==> src/rtl/nsd_pkg.sv <==
package nsd_pkg;
   typedef enum logic {
      MODE_RING   = 1'b0,
      MODE_SHARED = 1'b1
   } nsd_mode_e;
endpackage

==> src/rtl/nsd_shadow_store.sv <==
module nsd_shadow_store #(
   parameter int N_SLOTS  = 8,
   parameter int SAMPLE_W = 4,
   localparam int AW = $clog2(N_SLOTS)
) (
   input  logic                        clk,
   input  logic                        rst,
   input  logic                        wr_i,
   input  logic [AW-1:0]               addr_i,
   input  logic [SAMPLE_W-1:0]         data_i,
   output logic [N_SLOTS*SAMPLE_W-1:0] pattern_o
);
   // Keeps the preloaded pattern for the clear restore.
   for (genvar i = 0; i < N_SLOTS; i++) begin : g_keep
      always_ff @(posedge clk) begin
         if (rst)
            pattern_o[i*SAMPLE_W +: SAMPLE_W] <= '0;
         else if (wr_i && (addr_i == AW'(i)))
            pattern_o[i*SAMPLE_W +: SAMPLE_W] <= data_i;
      end
   end
endmodule

==> src/rtl/nsd_entry_select.sv <==
module nsd_entry_select
   import nsd_pkg::*;
#(
   parameter int SAMPLE_W  = 4,
   parameter bit SHARED_EN = 1'b1
) (
   input  logic [SAMPLE_W-1:0] wrap_i,
   input  logic [SAMPLE_W-1:0] gen_i,
   input  logic                mode_i,
   output logic [SAMPLE_W-1:0] feed_o
);
   if (SHARED_EN) begin : g_shared
      always_comb feed_o = (nsd_mode_e'(mode_i) == MODE_SHARED) ? gen_i : wrap_i;
   end else begin : g_ring_only
      logic unused_in;
      always_comb unused_in = mode_i ^ (^gen_i);
      always_comb feed_o = wrap_i;
   end
endmodule

==> src/rtl/nsd_ring_core.sv <==
module nsd_ring_core #(
   parameter int N_SLOTS  = 8,
   parameter int SAMPLE_W = 4,
   localparam int AW = $clog2(N_SLOTS),
   localparam int RW = N_SLOTS * SAMPLE_W
) (
   input  logic                clk,
   input  logic                rst,
   input  logic                clr_i,
   input  logic                load_i,
   input  logic [AW-1:0]       addr_i,
   input  logic [SAMPLE_W-1:0] data_i,
   input  logic                adv_i,
   input  logic [SAMPLE_W-1:0] feed_i,
   input  logic [RW-1:0]       shadow_i,
   output logic [RW-1:0]       ring_q
);
   logic [RW-1:0] prev_w;

   always_comb prev_w = {ring_q[RW-SAMPLE_W-1:0], feed_i};

   for (genvar i = 0; i < N_SLOTS; i++) begin : g_slot
      always_ff @(posedge clk) begin
         if (rst)
            ring_q[i*SAMPLE_W +: SAMPLE_W] <= '0;
         else if (clr_i)
            ring_q[i*SAMPLE_W +: SAMPLE_W] <= shadow_i[i*SAMPLE_W +: SAMPLE_W];
         else if (load_i) begin
            if (addr_i == AW'(i))
               ring_q[i*SAMPLE_W +: SAMPLE_W] <= data_i;
         end else if (adv_i)
            ring_q[i*SAMPLE_W +: SAMPLE_W] <= prev_w[i*SAMPLE_W +: SAMPLE_W];
      end
   end

   assert_hold_R8: assert property (@(posedge clk) disable iff (rst)
      (!adv_i && !load_i && !clr_i) |=> $stable(ring_q));
   assert_shift_R3: assert property (@(posedge clk) disable iff (rst)
      (adv_i && !load_i && !clr_i) |=>
         ring_q[2*SAMPLE_W-1:SAMPLE_W] == $past(ring_q[SAMPLE_W-1:0]));
   assert_entry_R4: assert property (@(posedge clk) disable iff (rst)
      (adv_i && !load_i && !clr_i) |=> ring_q[SAMPLE_W-1:0] == $past(feed_i));
   assert_clear_R6: assert property (@(posedge clk) disable iff (rst)
      clr_i |=> ring_q == $past(shadow_i));
   assert_load_R2: assert property (@(posedge clk) disable iff (rst)
      (load_i && !clr_i && addr_i == '0) |=> ring_q[SAMPLE_W-1:0] == $past(data_i));
endmodule

==> src/rtl/noise_ring_dist.sv <==
module noise_ring_dist #(
   parameter int N_SLOTS   = 8,
   parameter int SAMPLE_W  = 4,
   parameter bit SHARED_EN = 1'b1,
   localparam int AW = $clog2(N_SLOTS)
) (
   input  logic                        clk,
   input  logic                        rst,
   input  logic                        load_en,
   input  logic [AW-1:0]               load_addr,
   input  logic [SAMPLE_W-1:0]         load_data,
   input  logic                        advance,
   input  logic                        clear,
   input  logic                        mode_sel,
   input  logic [SAMPLE_W-1:0]         gen_sample,
   output logic [N_SLOTS*SAMPLE_W-1:0] samples
);
   initial begin
      assert (N_SLOTS >= 2) else $error("N_SLOTS must be at least 2");
      assert (SAMPLE_W >= 1) else $error("SAMPLE_W must be at least 1");
   end

   logic [N_SLOTS*SAMPLE_W-1:0] pattern_w;
   logic [SAMPLE_W-1:0]         feed_w;
   logic                        shadow_wr;

   always_comb shadow_wr = load_en && !clear;

   nsd_shadow_store #(.N_SLOTS(N_SLOTS), .SAMPLE_W(SAMPLE_W)) u_shadow (
      .clk(clk), .rst(rst), .wr_i(shadow_wr), .addr_i(load_addr),
      .data_i(load_data), .pattern_o(pattern_w));

   nsd_entry_select #(.SAMPLE_W(SAMPLE_W), .SHARED_EN(SHARED_EN)) u_entry (
      .wrap_i(samples[N_SLOTS*SAMPLE_W-1 -: SAMPLE_W]), .gen_i(gen_sample),
      .mode_i(mode_sel), .feed_o(feed_w));

   nsd_ring_core #(.N_SLOTS(N_SLOTS), .SAMPLE_W(SAMPLE_W)) u_core (
      .clk(clk), .rst(rst), .clr_i(clear), .load_i(load_en), .addr_i(load_addr),
      .data_i(load_data), .adv_i(advance), .feed_i(feed_w),
      .shadow_i(pattern_w), .ring_q(samples));
endmodule

==> config.mk <==
export PLATFORM = sky130hd
export DESIGN_NAME = noise_ring_dist
export DESIGN_NICKNAME = d
export VERILOG_FILES = /design/src/rtl/nsd_pkg.sv /design/src/rtl/nsd_shadow_store.sv /design/src/rtl/nsd_entry_select.sv /design/src/rtl/nsd_ring_core.sv /design/src/rtl/noise_ring_dist.sv
export SDC_FILE = /design/constraint.sdc
export NUM_CORES = 1
export LEC_CHECK = 0
export BUFFER_PORTS_ARGS = -buffer_cell sky130_fd_sc_hd__buf_4
export CELL_PAD_IN_SITES_DETAIL_PLACEMENT = 1
export CELL_PAD_IN_SITES_GLOBAL_PLACEMENT = 1
export CORE_ASPECT_RATIO = 0.7
export CORE_UTILIZATION = 43
export DETAILED_ROUTE_END_ITERATION = 6
export PLACE_DENSITY_LB_ADDON = 0.1
export SLEW_MARGIN = 20
export SYNTH_ARGS = -nofsm -noshare
export SYNTH_HDL_FRONTEND = slang
export SYNTH_SLANG_ARGS = --single-unit
==> constraint.sdc <==
create_clock -name clk -period 1.95 [get_ports clk]
set_clock_uncertainty 0.2 [all_clocks]
set_input_delay 0.2925 -clock clk [delete_from_list [all_inputs] [get_ports clk]]
set_output_delay 0.2925 -clock clk [all_outputs]
set_load 0.02 [all_outputs]
### Word-level counts from Yosys, hierarchy flattened

Index checks and enable logic that the tools add are counted.

* register bits after elaboration: 64
* input port bits: 17
* logic and storage cells: 84

* multiplexer cells: 33
* reduce and logical (&&, ||, !) cells: 20
* eq/ne operators: 15

Operator list (number)
* 4-bit 2-to-1 mux: 33
* 3-bit by 1-bit != test with 1-bit output, second input constant: 8
* 2-bit AND reduction: 8
* 3-bit equality test, second input constant: 4
* 1-bit logical AND: 9
* 3-bit by 2-bit equality test with 1-bit output, second input constant: 2
* 3-bit by 1-bit equality test with 1-bit output, second input constant: 1
* 3-bit zero test: 1
* 3-bit nonzero test: 1
* 1-bit zero test: 1

### Logic depth before layout (Yosys ltp)

Gate-level depths: netlist of run 1.

* depth after elaboration: 4
* mapped depth: 5
* depth with buffers taken out: 3

### Modules after synthesis

Synthesis of run 1 repeated with hierarchy kept, for this count alone.

* cell total of the unflattened synthesis: 330
* area, all modules: 3400.8 µm²

By module, submodules not included
* nsd_ring_core: cells an instance 201, times used 1, area an instance 1991.9 µm²
* nsd_shadow_store: cells an instance 124, times used 1, area an instance 1350.0 µm²
* nsd_entry_select: cells an instance 4, times used 1, area an instance 45.0 µm²
* noise_ring_dist: cells an instance 1, times used 1, area an instance 13.8 µm²

### Least setup slack after synthesis of run 1

Ideal clock, no wire load.

* path type: input-to-reg
* from: in load_addr[1]
* to: reg u_shadow.pattern_o[4]
* stages on the path: 5
* path slack: 0.449 ns
* data required time: 1.618 ns
* data arrival time: 1.168 ns
* library setup time: 0.132 ns
* path buffers: 2
* cells stage by stage: buf_2 or3b_4 buf_6 o21ai_1 a21oi_1

* word-level cells in the longest chain between the ends: 2

RTL lines
* from (decl): line noise_ring_dist.sv:10 `input logic [AW-1:0] load_addr,`
* 3-bit by 1-bit equality test with 1-bit output: line nsd_shadow_store.sv:18 `else if (wr_i && (addr_i == AW'(i)))`
* 1-bit logical AND: line nsd_shadow_store.sv:18
* to (signal, indexed assignment): line nsd_shadow_store.sv:19 `pattern_o[i*SAMPLE_W +: SAMPLE_W] <= data_i;`
* to (decl): line nsd_shadow_store.sv:11 `output logic [N_SLOTS*SAMPLE_W-1:0] pattern_o`

Every way passes these cells.
A chain may end at the register's enable or synchronous reset.

### Final worst setup path of run 1

* from: reg u_core.ring_q[8]
* to: out samples[8]

RTL lines
* from (decl): line nsd_ring_core.sv:16 `output logic [RW-1:0] ring_q`
* from (signal, indexed assignment): line nsd_ring_core.sv:27 `ring_q[i*SAMPLE_W +: SAMPLE_W] <= shadow_i[i*SAMPLE_W +: SAMPLE_W];`
* from (signal, indexed assignment): line nsd_ring_core.sv:30 `ring_q[i*SAMPLE_W +: SAMPLE_W] <= data_i;`
* from (signal, indexed assignment): line nsd_ring_core.sv:32 `ring_q[i*SAMPLE_W +: SAMPLE_W] <= prev_w[i*SAMPLE_W +: SAMPLE_W];`
* to (decl): line noise_ring_dist.sv:16 `output logic [N_SLOTS*SAMPLE_W-1:0] samples`

No word-level cell between the ends.

==> results.toml, run 1 <==
[status]
status = "complete, no violations"

[clock_network]
cts.clk_slew.worst_paths_ps = 70
cts_resized = 0
cts_setup_buffers = 0
clock-sinks = 64
clk_path_buf_depth = 2
hold_buffers = 0
cts-root-buf = "clkbuf_8"
insertion_delay_ps = 370
cts_tree = "done"
h-tree-depth = 3
cts_buffers = 9

[cells_and_area]
layout.nets = 420
fillers = 858
diodes = 0
drive_gt1_share_pct = 29.2
area_growth_pct = 18.1

[global_routing]
antenna_found_initial = 0
grt_first_pass_wirelength_um = 17300
grt_max_degree = 47
grt_overflow_total = 0
first_global_vias = 3019
grt_use_total_pct = 28.9

[drt]
drtIter0Drc = 202
routed_wl_um = 11200
ant_nets = 0
avgViaCountPerCell = 6.06
vias = 3058
drc = 0
routedWlPerCell_um = 22.1
first_pass_iters = 4

[job]
cap_viol_max_count = 0

[die]
die_y_um = 76.1
ios = 49
die_area_mm2 = 0.00821
die_w_um = 108
fp-row-count = 26
start_util_pct = 45.3
core_area_mm2 = 0.00745

[synthesis]
mappedNetlistArea_mm2 = 0.00337
avgSynthCellArea_um2 = 9.14
ys_warn_count = 0
synth.distinct_cells = 36
synth_area_leaders = "dfxtp_1 (38%), mux2_2 (11%), mux2i_1 (8.3%), nand2b_1 (6.5%), nand3_1 (5.8%)"
synth_edf_count = 0
yosysSeqAreaShare_pct = 38.0
async_flop_share_pct = 0
ys_ff_latch = 64
syn-num-nets = 386
synth_top_area_share_pct = 38.0
synthCells = 369
synth_flop_cell = "dfxtp_1"
synth_largest_area_cell = "dfxtp_1"

[setup_path]
cp.depth = 1
crit_slowest_cell = "dfxtp_1"
path_delay_family = "flip-flops"
max_stage_delay_ps = 420
ff2ff_path_depth = 3
cp.arrival_ps = 960
critPathLaunchType = "flop"
cp_num_buf_inv = 1
crit_chain = "buf_4"
required_ps = 1460
crit_type = "flop to output pin"
endpoint_kind = "output pin"
critPathMaxFanout = 3

[placement]
gp_congestion = 0.783
port_buffers = 48
pre_cts_ws_ps = 171
place_hpwl_um = 7570

[pwr]
p_int_mw = 2.27
p_leak_nw = 1.48
ir_worst_vdd_mv = 0.405
combPwrFrac_pct = 15.8
p_clk_share_pct = 39.9
swShare_pct = 27.5
power.density_mw_per_mm2 = 784
switchingPower_mw = 0.859
seqPwrFrac_pct = 44.2

[timing]
period_minus_slack_ps = 1460
hold_viol_final = 0
slew-limit-headroom_pct = 60.0
max_freq_ghz = 0.686
layout_setup_ws_ps = 493
rsz0062_at_grt = "false"
period_share_pct = 74.7
setup_violations = 0
drv_slew = 0
finalSetupTns_ps = 0
worst_slew_pin_slew_ps = 599

[min_path]
min_path_cells = 3
hold_class = "input pin to flop"
==> final timing paths <==
kind,from,end,slack (ps)
setup reg to reg,u_core.ring_q[24]$_SDFFE_PP0P_,u_core.ring_q[28]$_SDFFE_PP0P_,700
hold reg to reg,u_shadow.pattern_o[7]$_SDFFE_PP0P_,u_shadow.pattern_o[7]$_SDFFE_PP0P_,290
setup / recovery,u_core.ring_q[8]$_SDFFE_PP0P_,samples[8],490
hold / removal,load_data[2],u_shadow.pattern_o[6]$_SDFFE_PP0P_,110
==> cells by family (layout without fill, tap and decap cells) <==
logic type | Yosys count | count (layout) | synth area share, %
buffers and inverters | 36 | 74 | 5.60
AOI/OAI and AO/OA | 107 | 107 | 18.7
and+or+nand+nor | 102 | 102 | 18.8
DFF | 64 | 64 | 38.0
muxes | 60 | 60 | 19.0
==> synth_stat cells (5+ instances only) <==
cell type  count
dfxtp_1       64
clkbuf_1      13
mux2_2        32
o21ai_1        8
a31o_2         7
buf_2          9
mux2i_1       28
buf_4          5
o21ai_0       22
nand3_1       39
o22ai_1       28
nand2b_1      35
nand2_1        5
a21oi_1       32
==> layout make-up <==
class,count,area (um2),share of cell area (%)
clock buffers,11,131,3.30
clock inverters,4,70.1,1.76
inverters,1,3.75,0.0942
multi-input cells,269,1900,47.8
flip-flops and latches,64,1280,32.1
well taps,98,123,3.08
repair buffers,58,473,11.9
==> power by group through the flow <==
stage                     registers, mW  logic [mW]  clock network [mW]
after global routing               1.38       0.527                1.32
final                              1.38       0.494                1.25
after CTS                          1.38       0.490                1.26
after floorplan                    1.43       0.294                   0
after global placement             1.41       0.480                   0
after detailed placement           1.41       0.487                   0
==> state kept, by name (all words and copies together), names as in the netlist <==
register	cells
u_shadow.pattern_o	32
u_core.ring_q	32
==> placed cells by master (no fill, tap or decap), types with 2 or more instances in the layout <==
cell	netlist	final
clkbuf_8	0	9
o22ai_1	28	28
nand2b_1	35	35
nand2_1	5	5
mux2_2	32	32
o21ai_0	22	22
o21ai_1	8	8
nand4bb_1	3	3
dfxtp_1	64	64
nand4b_1	3	3
clkinv_2	0	2
clkbuf_1	13	2
nor2b_1	2	2
mux2i_1	28	28
nor4_1	4	4
o211ai_1	4	4
a311oi_1	4	4
bufinv_16	0	2
buf_4	5	55
buf_12	0	3
nand3_1	39	39
o21ai_2	2	2
a21oi_1	32	32
a31o_2	7	7
==> per-stage QoR <==
stage	power, mW	hold slack (ps)	util [%]	instance area (um2)	cells
2_1_floorplan	1.72	243	-	3370	369
3_3_place_gp	1.89	258	50.8	3780	490
3_5_place_dp	1.90	275	50.8	3780	490
4_1_cts	3.14	88.9	53.5	3990	505
5_1_grt	3.23	104	53.5	3990	505
6_report	3.12	110	53.5	3990	505
==> routing by layer <==
metal,GRT usage [%],vias to the layer above,share of wire [%],wire [um]
li1,-,1438,-,-
met1,41.9,1501,48,5350
met2,41.3,108,42,4690
met3,8.73,11,9.0,1010
met4,6.85,0,1.1,121
met5,0,-,0,0
Power figures use the tool's default switching activity.
==> inputs of run 2 (changes only) <==
--- a/config.mk
+++ b/config.mk
@@ -5,11 +5,12 @@
 export SDC_FILE = /design/constraint.sdc
 export NUM_CORES = 1
 export LEC_CHECK = 0
+export ABC_AREA = 1
 export BUFFER_PORTS_ARGS = -buffer_cell sky130_fd_sc_hd__buf_4
 export CELL_PAD_IN_SITES_DETAIL_PLACEMENT = 1
 export CELL_PAD_IN_SITES_GLOBAL_PLACEMENT = 1
 export CORE_ASPECT_RATIO = 0.7
-export CORE_UTILIZATION = 43
+export CORE_UTILIZATION = 35
 export DETAILED_ROUTE_END_ITERATION = 6
 export PLACE_DENSITY_LB_ADDON = 0.1
 export SLEW_MARGIN = 20
==> constraint.sdc (replaced) <==
create_clock -name clk -period 1.32 [get_ports clk]
set_clock_uncertainty 0.2 [all_clocks]
set_input_delay 0.198 -clock clk [delete_from_list [all_inputs] [get_ports clk]]
set_output_delay 0.198 -clock clk [all_outputs]
set_load 0.02 [all_outputs]
==> results.toml, run 2 <==
[synthesis]
synth.distinct_cells = 17
synthCells = 481
synth_commonest_cells = "nand2_1 (130), nor2_1 (98), dfxtp_1 (64), a21oi_1 (47), inv_1 (46)"
avgSynthCellArea_um2 = 6.32
synth.most_common_cell = "nand2_1"
synth_area_leaders = "dfxtp_1 (42%), nand2_1 (16%), nor2_1 (12%), a21oi_1 (7.7%), o21ai_0 (6.3%)"
synth_flop_cell = "dfxtp_1"
synth_edf_count = 0
synth_largest_area_cell = "dfxtp_1"
ys_warn_count = 0
syn-num-nets = 498
ys_ff_latch = 64
async_flop_share_pct = 0
mappedNetlistArea_mm2 = 0.00304
yosysSeqAreaShare_pct = 42.2
synth_top_area_share_pct = 42.2

[clock_network]
clk_path_buf_depth = 2
cts_tree = "done"
cts_buffers = 9
clock-sinks = 64
cts.clk_slew.worst_paths_ps = 60
cts_setup_buffers = 0
insertion_delay_ps = 340
h-tree-depth = 3
cts-root-buf = "clkbuf_16"

[drt]
avgViaCountPerCell = 4.93
routed_wl_um = 11400
drtIter0Drc = 228
routedWlPerCell_um = 16.5
first_pass_iters = 5
drc = 0
vias = 3391
ant_nets = 0

[cells_and_area]
diodes = 0
drive_gt1_share_pct = 21.8
stdcell_count = 688
fin_area_mm2 = 0.00410
area_growth_pct = 34.9
final_common_cell = "nand2_1"
layout.nets = 580
layout_common_cells = "nand2_1 (128), nor2_1 (98), buf_4 (81), dfxtp_1 (64), a21oi_1 (47)"
largestRegisters = "u_core.ring_q x32, u_shadow.pattern_o x32"

[setup_path]
path_delay_family = "flip-flops"
max_stage_delay_ps = 380
ff2ff_path_depth = 6
worstReg2RegStart = "u_shadow.pattern_o[29]$_SDFFE_PP0P_"
crit_type = "flop to output pin"
crit_slowest_cell = "dfxtp_1"
crit_chain = "buf_4"
r2r-end = "u_core.ring_q[29]$_SDFFE_PP0P_"
cp.arrival_ps = 880
reg2reg_slack_ps = 80
endpoint_kind = "output pin"
required_ps = 920
critPathMaxFanout = 3
critPathLaunchType = "flop"
cp_num_buf_inv = 1

[die]
start_util_pct = 36.0
die_y_um = 80.0
core_area_mm2 = 0.00844
ios = 49
fp-row-count = 28
die_w_um = 113
die_area_mm2 = 0.00907

[placement]
post-place-cells = 672
gp_congestion = 0.838
port_buffers = 48
place_hpwl_um = 8720
place_area_mm2 = 0.00381
pre_cts_ws_ps = -312

[min_path]
hp-start = "rst"
min_path_cells = 2
hold_class = "input pin to flop"
holdPathEnd = "u_core.ring_q[30]$_SDFFE_PP0P_"

[pwr]
combPwrFrac_pct = 18.7
p_leak_nw = 2.06
power.density_mw_per_mm2 = 1300
swShare_pct = 29.8
p_int_mw = 3.73
p_clk_share_pct = 41.4
seqPwrFrac_pct = 39.9
switchingPower_mw = 1.59
ir_worst_vdd_mv = 0.625

[job]
cap_viol_max_count = 0

[status]
violations = "hold timing"
status = "complete, but fails checks"

[timing]
slew-limit-headroom_pct = 78.0
drv_slew = 0
hold_viol_final = 6
worst_slew_pin_slew_ps = 330
setup_violations = 0
period_share_pct = 96.8
max_freq_ghz = 0.782
rsz0062_at_grt = "false"
layout_setup_ws_ps = 41.7
timing.hold.ws_ps = -104
period_minus_slack_ps = 1280
finalSetupTns_ps = 0

[global_routing]
grt_use_total_pct = 26.7
grt_max_degree = 59
first_global_vias = 3273
grt_first_pass_wirelength_um = 17600
grt_overflow_total = 0
antenna_found_initial = 0
## run 2: changes by cell type after synthesis, sizes merged, moves of 12 or more
cell,delta
nand2,+125
nor2,+98
inv,+50
nand2b,-35
mux2,-32
mux2i,-28
o22ai,-27
nand3,-19
a21oi,+15
or2,+15
buf,-12
## run 2: layer usage
layer | wire length, um | global-route usage (%)
met2 | 4780 | 38.9
met5 | 0 | 0
met1 | 5820 | 38.7
met3 | 694 | 7.29
met4 | 72 | 6.05
## run 2: kinds of logic after synthesis
| family | Yosys count | share of synthesized area, % |
|---|---|---|
| AND/OR/NAND/NOR | 265 | 35.1 |
| buffers and inverters | 65 | 8.36 |
| AO/OA/AOI/OAI | 87 | 14.4 |
| flip-flops | 64 | 42.2 |
## run 2: worst max-delay path by stage
stage / from / endpoint / slack (ps) / depth (start not counted)
after floorplan: clear / u_shadow.pattern_o[12]$_SDFFE_PP0P_ / 140 / 5
after global placement: clear / u_core.ring_q[29]$_SDFFE_PP0P_ / -300 / 9
after detailed placement: clear / u_core.ring_q[29]$_SDFFE_PP0P_ / -310 / 9
after CTS: u_shadow.pattern_o[29]$_SDFFE_PP0P_ / u_core.ring_q[29]$_SDFFE_PP0P_ / 10 / 6
after global routing: u_core.ring_q[12]$_SDFFE_PP0P_ / samples[12] / 10 / 1
final: u_core.ring_q[17]$_SDFFE_PP0P_ / samples[17] / 40 / 1
## run 2: through the flow
step	utilization, %	total power [mW]
2_1_floorplan	-	2.68
3_3_place_gp	45.2	3.12
3_5_place_dp	45.2	3.15
4_1_cts	48.5	5.36
5_1_grt	48.6	5.56
6_report	48.6	5.32
## run 2: layout make-up
cell class,count,area (um2)
Clock inverter,6,35.0
Tap cell,120,150
Timing Repair Buffer,85,688
Clock buffer,10,239
Sequential cell,64,1280
Inverter,51,191
Fill cell,1140,4340
Multi-Input combinational cell,352,1520
## run 2: timing repair
action                                  4_1_cts  5_1_grt
endpoints found under the setup margin        1        1
resized for setup                             2        3
hold endpoints to repair                      6        6
## run 2: power by group through the flow
stage	Combinational (mW)	Sequential, mW	Clock (mW)
floorplan	0.433	2.25	0
finish	0.993	2.12	2.20
CTS	0.993	2.12	2.24
global route	1.09	2.13	2.33
global placement	0.960	2.16	0
detailed placement	0.985	2.16	0
